<file path="src/rtl/mp_uart_pkg.sv">
package mp_uart_pkg;
   // register addresses
   localparam int REG_HOLD = 0;
   localparam int REG_STAT = 1;
   localparam int REG_CTRL = 2;
   localparam int REG_PORT = 3;
   // status bit positions
   localparam int ST_EMPTY = 7;
   localparam int ST_DONE  = 2;
   localparam int ST_ADDR  = 0;
   // start, data, address/data bit, stop
   function automatic int frame_len(input int data_w);
      return data_w + 3;
   endfunction
endpackage

</file>
<file path="src/rtl/mp_uart_shift.sv">
module mp_uart_shift #(
   parameter int DATA_W     = 8,
   parameter int OVERSAMPLE = 16
) (
   input  logic              clk,
   input  logic              rst_n,
   input  logic              enable,
   input  logic              tick,
   input  logic              start,
   input  logic [DATA_W-1:0] data,
   input  logic              addr_bit,
   output logic              idle_o,
   output logic              done_o,
   output logic              line_o
);
   localparam int FRAME_W = mp_uart_pkg::frame_len(DATA_W);
   localparam int BIT_CW  = $clog2(FRAME_W);
   localparam int SUB_CW  = $clog2(OVERSAMPLE);

   if (OVERSAMPLE < 2) begin : g_bad_os
      $error("OVERSAMPLE must be at least 2");
   end

   logic [FRAME_W-1:0] shreg_q;
   logic [BIT_CW-1:0]  bit_q;
   logic [SUB_CW-1:0]  sub_q;
   logic               busy_q;
   logic               last_sub, last_bit;

   assign last_sub = (sub_q == SUB_CW'(OVERSAMPLE - 1));
   assign last_bit = (bit_q == BIT_CW'(FRAME_W - 1));
   assign done_o   = busy_q & tick & last_sub & last_bit;
   assign idle_o   = ~busy_q;
   assign line_o   = busy_q ? shreg_q[0] : 1'b1;

   always_ff @(posedge clk or negedge rst_n) begin
      if (!rst_n) begin
         shreg_q <= '1;
         bit_q   <= '0;
         sub_q   <= '0;
         busy_q  <= 1'b0;
      end else if (!enable) begin
         shreg_q <= '1;
         bit_q   <= '0;
         sub_q   <= '0;
         busy_q  <= 1'b0;
      end else if (start) begin
         shreg_q <= {1'b1, addr_bit, data, 1'b0};
         bit_q   <= '0;
         sub_q   <= '0;
         busy_q  <= 1'b1;
      end else if (busy_q && tick) begin
         if (last_sub) begin
            sub_q <= '0;
            if (last_bit) begin
               busy_q <= 1'b0;
            end else begin
               bit_q   <= bit_q + BIT_CW'(1);
               shreg_q <= {1'b1, shreg_q[FRAME_W-1:1]};
            end
         end else begin
            sub_q <= sub_q + SUB_CW'(1);
         end
      end
   end


   start_bit_low_chk: assert property (@(posedge clk) disable iff (!rst_n)
      (start && enable) |=> (line_o == 1'b0));

   stop_then_idle_chk: assert property (@(posedge clk) disable iff (!rst_n)
      done_o |=> (idle_o && line_o));
endmodule

</file>
<file path="src/rtl/mp_uart_regs.sv">
module mp_uart_regs #(
   parameter int DATA_W = 8,
   parameter int ADDR_W = 2
) (
   input  logic              clk,
   input  logic              rst_n,
   input  logic              bus_wr,
   input  logic [ADDR_W-1:0] bus_addr,
   input  logic [DATA_W-1:0] bus_wdata,
   input  logic              dma_wr,
   input  logic [DATA_W-1:0] dma_wdata,
   input  logic              sh_idle,
   input  logic              sh_done,
   output logic              en_o,
   output logic              empty_o,
   output logic [DATA_W-1:0] hold_o,
   output logic              addr_bit_o,
   output logic              start_o,
   output logic              port_lvl_o,
   output logic              port_dir_o,
   output logic [DATA_W-1:0] rdata_o
);
   import mp_uart_pkg::*;

   if (DATA_W < 8) begin : g_bad_dw
      $error("DATA_W must be at least 8 to hold the status bits");
   end
   if (ADDR_W < 2) begin : g_bad_aw
      $error("ADDR_W must be at least 2");
   end

   logic              en_q, empty_q, done_q, abit_q, plvl_q, pdir_q;
   logic [DATA_W-1:0] hold_q;
   logic              wr_hold, wr_stat, wr_ctrl, wr_port, dma_take, clr_empty;

   assign wr_hold   = bus_wr && (bus_addr == ADDR_W'(REG_HOLD));
   assign wr_stat   = bus_wr && (bus_addr == ADDR_W'(REG_STAT));
   assign wr_ctrl   = bus_wr && (bus_addr == ADDR_W'(REG_CTRL));
   assign wr_port   = bus_wr && (bus_addr == ADDR_W'(REG_PORT));
   assign dma_take  = dma_wr && empty_q;
   assign clr_empty = (wr_stat && !bus_wdata[ST_EMPTY]) || dma_take;
   assign start_o   = en_q && !empty_q && sh_idle;

   always_ff @(posedge clk or negedge rst_n) begin
      if (!rst_n) begin
         empty_q <= 1'b1;
         done_q  <= 1'b1;
      end else if (!en_q) begin
         empty_q <= 1'b1;
         done_q  <= 1'b1;
      end else if (start_o) begin
         empty_q <= 1'b1;
         done_q  <= 1'b0;
      end else begin
         if (clr_empty) empty_q <= 1'b0;
         if (sh_done && empty_q && !clr_empty) done_q <= 1'b1;
      end
   end

   always_ff @(posedge clk or negedge rst_n) begin
      if (!rst_n) begin
         hold_q <= '0;
         abit_q <= 1'b0;
         en_q   <= 1'b0;
         plvl_q <= 1'b0;
         pdir_q <= 1'b0;
      end else begin
         if (dma_take)     hold_q <= dma_wdata;
         else if (wr_hold) hold_q <= bus_wdata;
         if (wr_stat) abit_q <= bus_wdata[ST_ADDR];
         if (wr_ctrl) en_q   <= bus_wdata[0];
         if (wr_port) begin
            plvl_q <= bus_wdata[0];
            pdir_q <= bus_wdata[1];
         end
      end
   end

   always_comb begin
      rdata_o = '0;
      case (bus_addr)
         ADDR_W'(REG_HOLD): rdata_o = hold_q;
         ADDR_W'(REG_STAT): begin
            rdata_o[ST_EMPTY] = empty_q;
            rdata_o[ST_DONE]  = done_q;
            rdata_o[ST_ADDR]  = abit_q;
         end
         ADDR_W'(REG_CTRL): rdata_o[0] = en_q;
         ADDR_W'(REG_PORT): rdata_o[1:0] = {pdir_q, plvl_q};
         default: rdata_o = '0;
      endcase
   end

   assign en_o       = en_q;
   assign empty_o    = empty_q;
   assign hold_o     = hold_q;
   assign addr_bit_o = abit_q;
   assign port_lvl_o = plvl_q;
   assign port_dir_o = pdir_q;


   load_flags_chk: assert property (@(posedge clk) disable iff (!rst_n)
      start_o |=> (empty_q && !done_q));

   disabled_flags_chk: assert property (@(posedge clk) disable iff (!rst_n)
      !en_q |=> (empty_q && done_q));

   done_rise_empty_chk: assert property (@(posedge clk) disable iff (!rst_n)
      $rose(done_q) |-> empty_q);

   dma_ignored_chk: assert property (@(posedge clk) disable iff (!rst_n)
      (dma_wr && !empty_q && !wr_hold) |=> $stable(hold_q));
endmodule

</file>
<file path="src/rtl/mp_uart_pin.sv">
module mp_uart_pin #(
   parameter bit IDLE_HIGH = 1'b1
) (
   input  logic en,
   input  logic line,
   input  logic port_lvl,
   input  logic port_dir,
   output logic pin
);
   logic undriven;

   if (IDLE_HIGH) begin : g_pull_up
      assign undriven = 1'b1;
   end else begin : g_pull_down
      assign undriven = 1'b0;
   end

   assign pin = en ? line : (port_dir ? port_lvl : undriven);
endmodule

</file>
<file path="src/rtl/mp_uart_tx.sv">
module mp_uart_tx #(
   parameter int DATA_W     = 8,
   parameter int ADDR_W     = 2,
   parameter int OVERSAMPLE = 16,
   parameter bit IDLE_HIGH  = 1'b1
) (
   input  logic              clk,
   input  logic              rst_n,
   input  logic              baud_tick,
   input  logic              bus_wr,
   input  logic [ADDR_W-1:0] bus_addr,
   input  logic [DATA_W-1:0] bus_wdata,
   output logic [DATA_W-1:0] bus_rdata,
   input  logic              dma_wr,
   input  logic [DATA_W-1:0] dma_wdata,
   output logic              txd,
   output logic              txe_irq
);
   logic              en, empty, abit, start, idle, done, line, plvl, pdir;
   logic [DATA_W-1:0] hold;

   mp_uart_regs #(.DATA_W(DATA_W), .ADDR_W(ADDR_W)) u_regs (
      .clk(clk), .rst_n(rst_n), .bus_wr(bus_wr), .bus_addr(bus_addr),
      .bus_wdata(bus_wdata), .dma_wr(dma_wr), .dma_wdata(dma_wdata),
      .sh_idle(idle), .sh_done(done), .en_o(en), .empty_o(empty),
      .hold_o(hold), .addr_bit_o(abit), .start_o(start),
      .port_lvl_o(plvl), .port_dir_o(pdir), .rdata_o(bus_rdata)
   );

   mp_uart_shift #(.DATA_W(DATA_W), .OVERSAMPLE(OVERSAMPLE)) u_shift (
      .clk(clk), .rst_n(rst_n), .enable(en), .tick(baud_tick),
      .start(start), .data(hold), .addr_bit(abit),
      .idle_o(idle), .done_o(done), .line_o(line)
   );

   mp_uart_pin #(.IDLE_HIGH(IDLE_HIGH)) u_pin (
      .en(en), .line(line), .port_lvl(plvl), .port_dir(pdir), .pin(txd)
   );

   assign txe_irq = en & empty;


   break_pin_chk: assert property (@(posedge clk) disable iff (!rst_n)
      ($past(!bus_wr) && !en && pdir && !plvl) |-> !txd);
endmodule

</file>
<file path="config.mk">
export PLATFORM = sky130hd
export DESIGN_NAME = mp_uart_tx
export DESIGN_NICKNAME = d
export VERILOG_FILES = /design/src/rtl/mp_uart_pkg.sv /design/src/rtl/mp_uart_shift.sv /design/src/rtl/mp_uart_regs.sv /design/src/rtl/mp_uart_pin.sv /design/src/rtl/mp_uart_tx.sv
export SDC_FILE = /design/constraint.sdc
export NUM_CORES = 1
export LEC_CHECK = 0
export ABC_AREA = 1
export BUFFER_PORTS_ARGS = -buffer_cell sky130_fd_sc_hd__buf_2
export CAP_MARGIN = 20
export CORE_MARGIN = 8
export CORE_UTILIZATION = 27
export CTS_CLUSTER_SIZE = 12
export DETAILED_ROUTE_END_ITERATION = 8
export GPL_TIMING_DRIVEN = 0
export SYNTH_ARGS = -nofsm -noshare
export SYNTH_HDL_FRONTEND = slang
export SYNTH_HIERARCHICAL = 1
export SYNTH_SLANG_ARGS = --single-unit
</file>
<file path="constraint.sdc">
create_clock -name clk -period 1.64 [get_ports clk]
set_input_delay 0.246 -clock clk [delete_from_list [all_inputs] [get_ports clk]]
set_output_delay 0.246 -clock clk [all_outputs]
set_load 0.01 [all_outputs]
</file>
======== After elaboration in Yosys (flattened, before gate mapping) ========
Index checks and enable logic that the tools add are counted.
W data, S select, Z words.
cells by class
  muxes and demuxes ....................... 35
  bitwise operators ....................... 5
  reduce and logical (&&, ||, !) cells .... 19
  $add $sub $neg .......................... 2
  equality and inequality tests ........... 11
operators by type and width
  kind                   count
  $mux W11               5
  $mux W4                10
  $mux W8                2
  $mux W1                14
  $logic_and A1 B1 Y1    11
  $ne A3 B2 Y1 const B   3
  $ne A3 B3 Y1 const B   3
  $add A4 B1 Y4 const B  2
  $eq A4 B4 Y1 const B   2
  $pmux W1 S2            3
  $reduce_and A3 Y1      2
  $and A1 B1 Y1          4
  $eq A2 B2 Y1 const B   2
  $pmux W1 S4            1
  $logic_not A1 Y1       3
  $eq A2 B1 Y1 const B   1
  $logic_not A2 Y1       1
  $reduce_bool A2 Y1     1
  $logic_or A1 B1 Y1     1
  $not A1 Y1             1
storage, ports and cells
  word-level logic and storage cells ...... 83
  input port bits ......................... 23
  register bits ........................... 34
  output and inout port bits .............. 10

======== Logic depth before layout (Yosys ltp) ========
  depth in word-level cells ............... 9
  mapped depth ............................ 10
  depth with buffers taken out ............ 10

======== Modules after synthesis ========
The synthesis kept the hierarchy.
by module, submodules not included
  module         area an instance (sq um)  seq. area each (sq um)  cells each  times used
  mp_uart_shift  1,076.0                   488.0                   131         1
  mp_uart_regs   858.3                     352.8                   109         1
  mp_uart_pin    22.5                      0.0                     6           1
  mp_uart_tx     7.5                       0.0                     2           1

======== Worst setup path after synthesis ========
No wires, ideal clock.
  path kind ............................... reg-to-reg
  start point ............................. register u_regs.en_q, in the netlist u_regs/en_o
  end point ............................... register u_shift.bit_q[0]
  required time ........................... 1,575 ps
  library setup time ...................... 65 ps
  path slack .............................. 10 ps
  stages on the path, launching flop included .. 10
  period minus slack after synthesis ...... 1,630 ps
  arrival time ............................ 1,565 ps
  path buffers ............................ 1
  path through ............................ dfrtp_1 -> nand2_1 -> nor2_1 -> inv_2 -> nand2_2 -> nor2_2 -> nor2_8 -> buf_6 -> nand3_1 -> nand2_1
on the way
  cells in the longest elaborated chain, start to end .. 4
  elaborated cells between the ends (all ways) .. 8
  those cells by class .................... 3 x eq/ne; 2 x mux; 3 x reduce/logical
ends and longest elaborated chain
  element                                                 RTL line             text
  start, declared                                         mp_uart_regs.sv:32   logic en_q, empty_q, done_q, abit_q, plvl_q, pdir_q;
  start signal, assigned                                  mp_uart_regs.sv:71   if (wr_ctrl) en_q <= bus_wdata[0];
  $logic_and A1 B1 Y1 * (2 in series)                     mp_uart_regs.sv:42   assign start_o = en_q && !empty_q && sh_idle;
  named net start                                         mp_uart_tx.sv:19     logic en, empty, abit, start, idle, done, line, plvl, pdir;
  $ne A3 B2 Y1 (no line) (tied with other cells)          n/a
  $reduce_and A3 Y1 (no line) or $mux W4 (tied branches)  n/a
  end signal, assigned                                    mp_uart_shift.sv:58  bit_q <= bit_q + BIT_CW'(1);
  end, declared                                           mp_uart_shift.sv:25  logic [BIT_CW-1:0] bit_q;
Mark *: on every way through the listed nets, which the timed path passes. The rest lies on a longest branch.
A chain may end at the register's enable or synchronous reset.

======== Worst setup path in the final report ========
  start point ............................. register u_regs.empty_q, in the netlist u_regs/empty_o
  end point ............................... register u_shift.shreg_q[8]
on the way
  cells in the longest elaborated chain, start to end .. 5
  elaborated cells between the ends (all ways) .. 9
  those cells by class .................... 3 x eq/ne; 2 x mux; 4 x reduce/logical
ends and longest elaborated chain
  element                                                  RTL line             text
  start, declared                                          mp_uart_regs.sv:32
  start signal, assigned                                   mp_uart_regs.sv:46   empty_q <= 1'b1;
  start signal, assigned                                   mp_uart_regs.sv:49   empty_q <= 1'b1;
  start signal, assigned                                   mp_uart_regs.sv:52   empty_q <= 1'b1;
  $logic_not A1 Y1 *                                       mp_uart_regs.sv:42
  $logic_and A1 B1 Y1 * (2 in series)                      mp_uart_regs.sv:42
  named net start                                          mp_uart_tx.sv:19
  $ne A3 B2 Y1 (no line) (tied with other cells)           n/a
  $reduce_and A3 Y1 (no line) or $mux W11 (tied branches)  n/a
  end signal, assigned                                     mp_uart_shift.sv:48  shreg_q <= {1'b1, addr_bit, data, 1'b0};
  end signal, assigned                                     mp_uart_shift.sv:59  shreg_q <= {1'b1, shreg_q[FRAME_W-1:1]};
  end, declared                                            mp_uart_shift.sv:24  logic [FRAME_W-1:0] shreg_q;
Marked as above.

==> results by group <==
Status
  • Status: finished clean

CTS
  • CTS tree: yes
  • CTS Buffer Depth: 2
  • Worst-path clk slew: 70 ps
  • Clk root buf: clkbuf_8
  • Total CTS buffers: 5
  • Worst-Skew Late Latency: 290 ps
  • H-tree depth: 2
  • CTS Sinks: 33

Global routing
  • Number of global-route vias before repair: 1,668
  • Initial antenna violation count: 0
  • Total global routing overflow: 0
  • First-pass GRT wire length: 7631 microns
  • Total GRT Usage: 9.535%
  • Largest net degree at the start of global routing: 34

Power and ir drop
  • Clock power frac: 21.3%
  • PwrDens: 1519 nW/um^2
  • Static leakage: 0.001244 uW
  • Net Sw Frac: 36.79%
  • Worst VDD drop: 0.0006214 V
  • Combinational share of power: 39.8%
  • Seq pwr share: 38.9%
  • P_sw: 1373 uW
  • Internal power: 2359 uW

Synth
  • Cell Area, Synth: 1964 sq um
  • Seq cells post-synth: 33
  • Syn nets: 279
  • Syn Area/Cell: 7.921 sq um
  • Most frequent cell after synthesis: nand2_1
  • Syn Inst Count: 248
  • Main flop type after synthesis: dfrtp_1
  • Register area share after synthesis: 42.80%
  • Number of synthesized flops with an enable pin: 0
  • Synth top area cells: dfrtp_1 27%, dfstp_2 16%, nand2_1 12%
  • Syn. warnings: 6
  • Asr flop ratio synth: 100.0%
  • Top cells by count, synth: 62 x nand2_1, 32 x inv_1, 26 x nor2_1
  • Cell taking the most area after synthesis: dfrtp_1
  • Synth unique cells: 28
  • Synth top area share: 26.75%

Cells and area
  • # nets final: 327
  • Final Instance Area: 2457 sq um
  • Layout cells sized above 1: 33.67%
  • Filler cell count in the final layout: 800
  • Ant diodes: 0
  • Area delta synth->final: 25.10%

Place
  • Pre-CTS setup slack: -327.1 ps
  • Placer Congestion: 0.7451
  • Port Buffers: 31
  • DP HPWL: 3346 microns
  • Placed Area: 2243 sq um

Setup path
  • Launching element type of the critical path: flop
  • CP Max Fanout: 10
  • Worst Path Arrival: 1740 ps
  • Worst EP required: 1860 ps
  • Setup CP Type: flop to flop
  • Crit. End Element: flop

Route
  • Wire per inst: 11.24 microns
  • Post-route ant nets: 0
  • Vias per cell: 4.283
  • Iter 0 DRT Violations: 73
  • Drt drc: 0
  • DRT Wirelength: 4453 microns
  • TritonRoute pass-1 iters: 6
  • DR vias: 1,696

Timing
  • Hold slack: 14.63 ps
  • Setup Skew: 8.093 ps
  • Max Clk Rate: 657.9 MHz
  • Post-route setup slack: 120.1 ps
  • Final hold viol count: 0
  • Slew Limit Fails: 0
  • Unrepaired setup endpoints after global routing: true
  • Setup TNS: 0 ps
  • Final worst-path cycle share: 92.68%
  • Rel. slew slack: 50.88%
  • Final Setup Violations: 0
  • Fin crit period: 1520 ps
  • Worst-margin pin slew: 736.8 ps

Floorplan
  • Initial Utilization: 27.52%
  • Die Span X: 101.3 microns
  • # rows: 31
  • I/O pin count: 33
  • Die H: 101.3 microns
  • CORE AREA: 7137 sq um
  • Die area: 10,260 sq um

Flow run
  • Max_cap viols: 0

Min path
  • Hold Path Class: input port to asynchronous set/reset pin
## worst max-delay path, stage by stage (launching register included)
cell and delay (ps):
dfstp_2 620, nor2_4 80, inv_2 80, nand2_2 100
nor2_4 170, nor2_8 60, buf_8 140, buf_4 130
o21ai_2 100
## layout by cell type (no fill, tap or decap), types with 4 or more instances in the layout
cell	synthesis	final
dfrtp_1	21	20
o21ai_0	7	7
a21oi_1	15	15
inv_2	4	4
ha_1	8	8
inv_1	32	32
buf_4	2	12
nand2_1	62	62
nand3_1	13	13
o21ai_1	6	6
o21ai_2	16	16
buf_2	1	32
clkbuf_8	0	6
dfstp_2	12	12
nor2_1	26	25
## path summary, 6_finish.rpt
path                                                 from                        endpoint  slack [ps]  depth (start not counted)
max reg2reg                    u_regs/empty_o$_DFFE_PN1P_  u_shift/shreg_q[8]$_DFFE_PN1P_         120                          8
max in group asynchronous                           rst_n         u_regs/en_o$_DFFE_PN0P_        1100                          1
min reg2reg                u_shift/shreg_q[1]$_DFFE_PN1P_  u_shift/shreg_q[1]$_DFFE_PN1P_         490                          2
min                                                 rst_n    u_shift/sub_q[2]$_DFFE_PN0N_          10                          1
min in group clk                             dma_wdata[3]    u_regs/hold_o[3]$_DFFE_PN0P_         190                          3
max                            u_regs/empty_o$_DFFE_PN1P_  u_shift/shreg_q[8]$_DFFE_PN1P_         120                          8
## routing by layer
layer  GRT usage (%)  wire, microns  up-vias
met3           2.749            199        5
met1           11.42           2072      781
met5               0              0        -
li1                -              -      882
met2           15.38           2121       28
met4           4.467             59        0
## per-stage QoR
step | instances | utilization [%] | total power, uW
finish | 396 | 34.43 | 3732
global route | 396 | 34.43 | 4055
CTS | 386 | 33.19 | 3651
detailed placement | 378 | 31.43 | 2820
global placement | 378 | 31.43 | 2792
floorplan | 248 | - | 2457
## power groups by stage
stage / logic, uW / registers [uW] / clock network, uW
final: 1480 / 1450 / 795
after detailed placement: 1350 / 1470 / 0
after CTS: 1360 / 1470 / 824
after global routing: 1700 / 1500 / 853
after floorplan: 1060 / 1400 / 0
after global placement: 1330 / 1470 / 0
## final cells by class
type	count	area, sq um	area share [%]
clock buffers	7	86.33	3.513
clock inverters	1	30.03	1.222
multi-input cells	172	947.2	38.54
repair buffers	41	230.2	9.369
plain buffers	6	57.56	2.342
well taps	99	123.9	5.041
inverters	37	140.1	5.703
flip-flops and latches	33	842.1	34.27
## kinds of logic (layout without fill, tap and decap cells)
family                   after synthesis  in the layout  synth area share, %
AO/OA/AOI/OAI                         48             48                15.60
adder cells (fa/ha/maj)                8              8                5.096
flip-flops                            33             33                42.80
AND/OR/NAND/NOR                      115            115                26.18
buffers and inverters                 43             92                9.872
XOR/XNOR                               1              1               0.4459
## flip-flops by register name, summed over array words and instances, names as in the netlist
signal and flops:
u_regs/done_q 1, u_regs/empty_o 1, u_regs/port_dir_o 1, u_regs/en_o 1
u_regs/hold_o 8, u_shift/sub_q 4, u_shift/bit_q 4, u_regs/addr_bit_o 1
u_regs/port_lvl_o 1, u_shift/busy_q 1, u_shift/shreg_q 10
## timing repair
action | in CTS | in global routing
pin swaps | 0 | 2
resized for setup | 3 | 3
setup endpoints to repair | 17 | 15
hold endpoints to repair | 0 | 0
hold buffers | 0 | 0
setup buffers | 0 | 10
Note: power is estimated with default switching activity, not from simulation.
